==> config.mk <==
export PLATFORM = sky130hd
export DESIGN_NAME = cfgmode_gate
export DESIGN_NICKNAME = d
export VERILOG_FILES = /design/src/rtl/cfgmode_pkg.sv /design/src/rtl/cfgmode_decode.sv /design/src/rtl/cfgmode_state.sv /design/src/rtl/cfgmode_readmux.sv /design/src/rtl/cfgmode_gate.sv
export SDC_FILE = /design/constraint.sdc
export NUM_CORES = 1
export LEC_CHECK = 0
export BUFFER_PORTS_ARGS = -buffer_cell sky130_fd_sc_hd__buf_2
export CAP_MARGIN = 20
export CORE_UTILIZATION = 38
export DETAILED_ROUTE_END_ITERATION = 7
export PLACE_DENSITY = 0.82
export SLEW_MARGIN = 10
export SYNTH_ARGS = -nofsm -noshare
export SYNTH_HDL_FRONTEND = slang
export SYNTH_SLANG_ARGS = --single-unit
==> constraint.sdc <==
create_clock -name clk -period 1.2 [get_ports clk]
set_input_delay 0.12 -clock clk [delete_from_list [all_inputs] [get_ports clk]]
set_output_delay 0.12 -clock clk [all_outputs]
set_load 0.005 [all_outputs]
==> src/rtl/cfgmode_pkg.sv <==
package cfgmode_pkg;
  localparam int BYTE_W = 8;

  typedef enum logic [1:0] {
    SEL_CMD    = 2'd0,
    SEL_LEAVE  = 2'd1,
    SEL_RETURN = 2'd2,
    SEL_SPARE  = 2'd3
  } sel_e;

  localparam logic [BYTE_W-1:0] CMD_UNLOCK     = 8'h2A;
  localparam logic [BYTE_W-1:0] CMD_LOCK       = 8'hFF;
  localparam logic [BYTE_W-1:0] CMD_MENU       = 8'h20;
  localparam logic [BYTE_W-1:0] CMD_MENU_QUIET = 8'h21;
  localparam logic [BYTE_W-1:0] CMD_NMI_ON     = 8'h22;
  localparam logic [BYTE_W-1:0] CMD_NMI_OFF    = 8'h23;
  localparam logic [BYTE_W-1:0] CMD_RESET      = 8'hA5;
  localparam logic [BYTE_W-1:0] CMD_RESET_LOCK = 8'hA6;
  localparam logic [3:0]        CMD_START_HI   = 4'h1;
  localparam logic [BYTE_W-1:0] RD_LOCKED      = 8'hFF;
  localparam logic [BYTE_W-1:0] RD_EMPTY       = 8'h00;

  // Actions one bus access can request
  typedef struct packed {
    logic set_cfg;
    logic clr_cfg;
    logic set_menu;
    logic clr_menu;
    logic set_nmi;
    logic clr_nmi;
    logic soft_rst;
    logic start;
  } act_t;

  function automatic logic [BYTE_W-1:0] platform_id(input logic [1:0] strap);
    case (strap)
      2'd0:    return 8'h01;
      2'd1:    return 8'hA1;
      2'd2:    return 8'hC1;
      default: return 8'hD1;
    endcase
  endfunction

  function automatic logic [BYTE_W-1:0] cmd_read(input logic unlocked,
                                                 input logic [1:0] strap);
    return unlocked ? platform_id(strap) : RD_LOCKED;
  endfunction
endpackage

==> src/rtl/cfgmode_decode.sv <==
module cfgmode_decode
  import cfgmode_pkg::*;
#(
  parameter int SLOT_W = 4
) (
  input  logic              wr_en,
  input  logic              rd_en,
  input  sel_e              sel,
  input  logic [BYTE_W-1:0] wdata,
  input  logic              cfg_q,
  input  logic              menu_q,
  output act_t              act,
  output logic [SLOT_W-1:0] slot
);
  localparam int HI_W = BYTE_W - SLOT_W;

  logic unlocked;
  assign unlocked = cfg_q | menu_q;
  assign slot     = wdata[SLOT_W-1:0];

  always_comb begin
    act = '0;
    if (wr_en) begin
      case (sel)
        SEL_CMD: begin
          case (wdata)
            CMD_UNLOCK:     act.set_cfg = 1'b1;
            CMD_LOCK:       act.clr_cfg = 1'b1;
            CMD_MENU:       act.set_menu = cfg_q;
            CMD_MENU_QUIET: begin
              act.set_menu = cfg_q;
              act.clr_nmi  = cfg_q;
            end
            CMD_NMI_ON:     act.set_nmi  = unlocked;
            CMD_NMI_OFF:    act.clr_nmi  = unlocked;
            CMD_RESET:      act.soft_rst = unlocked;
            CMD_RESET_LOCK: begin
              act.soft_rst = unlocked;
              act.clr_cfg  = unlocked;
            end
            default: act.start = unlocked &&
                                 (wdata[BYTE_W-1:SLOT_W] == HI_W'(CMD_START_HI));
          endcase
        end
        SEL_LEAVE, SEL_RETURN: act.clr_cfg = 1'b1;
        default: ;
      endcase
    end
    if (rd_en && sel == SEL_RETURN) begin
      act.clr_menu = 1'b1;
      act.set_nmi  = 1'b1;
    end
  end
endmodule

==> src/rtl/cfgmode_state.sv <==
module cfgmode_state
  import cfgmode_pkg::*;
#(
  parameter int SLOT_W = 4
) (
  input  logic              clk,
  input  logic              rst_n,
  input  act_t              act,
  input  logic [SLOT_W-1:0] slot_in,
  output logic              cfg_q,
  output logic              menu_q,
  output logic              nmi_q,
  output logic              soft_rst_q,
  output logic              start_q,
  output logic [SLOT_W-1:0] slot_q
);
  always_ff @(posedge clk or negedge rst_n) begin
    if (!rst_n) begin
      cfg_q      <= 1'b0;
      menu_q     <= 1'b0;
      nmi_q      <= 1'b1;
      soft_rst_q <= 1'b0;
      start_q    <= 1'b0;
      slot_q     <= '0;
    end else begin
      if (act.set_cfg)       cfg_q <= 1'b1;
      else if (act.clr_cfg)  cfg_q <= 1'b0;
      if (act.set_menu)      menu_q <= 1'b1;
      else if (act.clr_menu) menu_q <= 1'b0;
      if (act.set_nmi)       nmi_q <= 1'b1;
      else if (act.clr_nmi)  nmi_q <= 1'b0;
      soft_rst_q <= act.soft_rst;
      start_q    <= act.start;
      if (act.start) slot_q <= slot_in;
    end
  end
endmodule

==> src/rtl/cfgmode_readmux.sv <==
module cfgmode_readmux
  import cfgmode_pkg::*;
(
  input  sel_e              sel,
  input  logic              cfg_q,
  input  logic              menu_q,
  input  logic [1:0]        strap,
  output logic [BYTE_W-1:0] rdata
);
  always_comb begin
    if (sel == SEL_CMD) rdata = cmd_read(cfg_q | menu_q, strap);
    else                rdata = RD_EMPTY;
  end
endmodule

==> src/rtl/cfgmode_gate.sv <==
module cfgmode_gate
  import cfgmode_pkg::*;
#(
  parameter int SEL_W  = 2,
  parameter int SLOT_W = 4
) (
  input  logic              clk,
  input  logic              rst_n,
  input  logic [SEL_W-1:0]  bus_sel,
  input  logic              bus_wr,
  input  logic              bus_rd,
  input  logic [7:0]        bus_wdata,
  output logic [7:0]        bus_rdata,
  input  logic [1:0]        plat_strap,
  output logic              cfg_active,
  output logic              menu_active,
  output logic              nmi_en,
  output logic              soft_rst_pulse,
  output logic              core_start_pulse,
  output logic [SLOT_W-1:0] core_slot
);
  sel_e              sel;
  act_t              act;
  logic [SLOT_W-1:0] dec_slot;
  // Decoder events brought out as named wires for the checker
  logic              ev_soft_rst;
  logic              ev_start;

  assign sel         = sel_e'(bus_sel);
  assign ev_soft_rst = act.soft_rst;
  assign ev_start    = act.start;

  cfgmode_decode #(.SLOT_W(SLOT_W)) u_decode (
    .wr_en  (bus_wr),
    .rd_en  (bus_rd),
    .sel    (sel),
    .wdata  (bus_wdata),
    .cfg_q  (cfg_active),
    .menu_q (menu_active),
    .act    (act),
    .slot   (dec_slot)
  );

  cfgmode_state #(.SLOT_W(SLOT_W)) u_state (
    .clk        (clk),
    .rst_n      (rst_n),
    .act        (act),
    .slot_in    (dec_slot),
    .cfg_q      (cfg_active),
    .menu_q     (menu_active),
    .nmi_q      (nmi_en),
    .soft_rst_q (soft_rst_pulse),
    .start_q    (core_start_pulse),
    .slot_q     (core_slot)
  );

  cfgmode_readmux u_readmux (
    .sel    (sel),
    .cfg_q  (cfg_active),
    .menu_q (menu_active),
    .strap  (plat_strap),
    .rdata  (bus_rdata)
  );
endmodule

==> reports/results.txt <==
Ys async rst share: 1.00
Reg2Reg Setup Slack: -170 ps
WL/cell: 16.1 um
Status: finished with violations
Yosys warning total: 0
Synth top area share: 0.340
Hold Crit Class: input port to flop
Synth top cells by count: dfrtp_1 (8), or4_1 (5), inv_1 (4), mux2_2 (4)
Initial antenna violation count: 0
Power Density: 1010 mW/mm^2
Fin area: 0.00102 mm^2
Post-synth top flop: dfrtp_1
Grt ovf: 0
Final HPWL from detailed placement: 1.32 mm
Relative max-transition margin: 0.770
Worst-path cell chain: nor2_4, buf_12, a21oi_2, nor2b_1, buf_2
Setup Total Neg Slack: -1780 ps
Vias/cell: 5.32
Setup WS post-layout: -219 ps
Most frequent cell after synthesis: dfrtp_1
Synth Area per Inst: 10.5 um^2
Post-synth EDFFs: 0
Slew Viols, Final: 0
CP Launch Type: flop
TritonCTS clock tree: yes
Design Power: 1.03 mW
Inst Count DP: 117
Fin crit period: 1420 ps
DIE AREA: 0.00171 mm^2
Area grow syn2layout: 73.7%
ANT nets after route: 0
Final period utilization: 1.18
Final net count: 130
Largest net degree at the start of global routing: 10
Slowest cell on the critical path: dfrtp_1
Share of cells above drive strength 1: 0.618
Crit Path Category: flop to output pin
Number of global-route vias before repair: 596
CP endpoint kind: output pin
Failing checks: negative setup slack
Ant diodes: 0
Clk_skew: 3.97 ps
GPL Wtd Cong: 0.807
VDD IR-drop max: 0.691 mV
WHS: 103 ps
# H-tree levels: 1
FF+latch count, synth: 9
Core footprint: 0.00137 mm^2
Fin cells: 125
TritonCTS Buffers: 3
Fmax achieved: 705 MHz
Fin util: 0.749
Sequential area share after synthesis: 0.384
Post-synthesis cell type count: 28
Starting Density: 0.431
CTS clk-pin slew, worst paths: 70 ps
Number of cells on the worst reg-to-reg path: 5
Hold depth: 3
Pleak: 0.524 nW
Synth area leaders: dfrtp_1 (34%), mux2_2 (7.6%), ha_1 (6.4%), or4_1 (6.4%), dfstp_2 (4.5%)
Pre-CTS setup slack: -312 ps
Data required, critical path: 1080 ps
Largest incremental delay on the critical path: 420 ps
Clk_lat worst skew: 270 ps
Site Rows: 13
I/O Pins: 33
CTS max path bufs: 2
# setup viols final: 12
Mapped Area: 589 um^2
Least-Margin Pin Slew: 340 ps
CP Max Fanout: 4
Post-Synthesis Cells: 56
Max-cap violations: 0
Clock Sinks: 9
PortBufs: 32
Drt first-iter violations: 14
Vias after detailed routing: 665
Arrival time worst endpoint: 1300 ps
Routed WL: 2.01 mm
Residual DRC: 0
Cell taking the most area after synthesis: dfrtp_1
Chip width: 41.4 um
Mapped Nets: 75
Die extent in y: 41.4 um
First-pass GRT wire length: 2.79 mm
Clk root buf: clkbuf_4
Final Hold Vio Count: 0
RSZ-0062 raised after global routing: true
GRT Util Overall: 0.265
Drt pass-1 iters: 4
Placed Area: 892 um^2
where the power goes:
group,switching (mW),internal [mW],total (mW)
registers,0.0225,0.333,0.356
clock network,0.122,0.129,0.251
logic,0.177,0.246,0.423
total,0.322,0.708,1.03
timing repair:
action / CTS / global route
resized for setup: 11 / 4
setup buffers: 2 / 1
pin swaps: 4 / 1
hold buffers: 1 / 0
endpoints found under the setup margin: 12 / 14
hold endpoints to repair: 9 / 0
gates cloned: 0 / 0
critical path, delay by kind of cell, from the launching register on:
kind	cells	cell delay [ps]
compound gates	1	30
simple gates	2	310
buf+inv	2	260
flops	1	420
worst paths after layout:
| check | from | endpoint |
|---|---|---|
| worst max-delay path | u_state.menu_q | bus_rdata[4] |
| worst min-delay path | bus_rd | u_state.nmi_q |
| worst max register to register | u_state.menu_q | u_state.slot_q[3] |
| worst min register to register | u_state.nmi_q | u_state.nmi_q |
| max in group asynchronous | rst_n | u_state.nmi_q |
| min in group asynchronous | rst_n | u_state.slot_q[0] |
flip-flops by register name (all words and copies together), names as in the netlist:
name	cells
u_state.start_q	1
u_state.soft_rst_q	1
u_state.slot_q	4
u_state.menu_q	1
u_state.cfg_q	1
u_state.nmi_q	1
cells by family after synthesis:
group,after synthesis,share of synthesized area
flip-flops,9,0.384
multiplexers,4,0.0764
AND/OR/NAND/NOR,23,0.282
XOR/XNOR,1,0.0149
AO/OA/AOI/OAI,10,0.127
adder cells (fa/ha/maj),3,0.0637
buffers and inverters,6,0.0509
cell type report:
cell class	instances	area, um^2
flip-flops and latches	9	226
multi-input cells	41	382
fillers	91	343
well taps	15	18.8
clock buffers	4	26.3
repair buffers	52	355
inverters	4	15.0
cells in the final DEF, fill, tap and decap left out, types with 2 or more instances in the layout:
cell       n
buf_6      4
nor2b_1    2
nand2_1    3
dfrtp_1    8
inv_1      4
buf_2     31
o21a_1     2
nand4b_1   2
ha_1       2
or4_1      3
clkbuf_4   3
mux2_4     4
buf_12     2
buf_4     14
or4_4      2
routing by layer:
layer | GRT usage | share of wire | vias to the layer above
li1 | - | - | 322
met1 | 0.265 | 0.38 | 310
met2 | 0.520 | 0.55 | 29
met3 | 0.0798 | 0.049 | 4
met4 | 0.0726 | 0.019 | 0
met5 | 0 | 0 | -
Power figures use the tool's default switching activity.
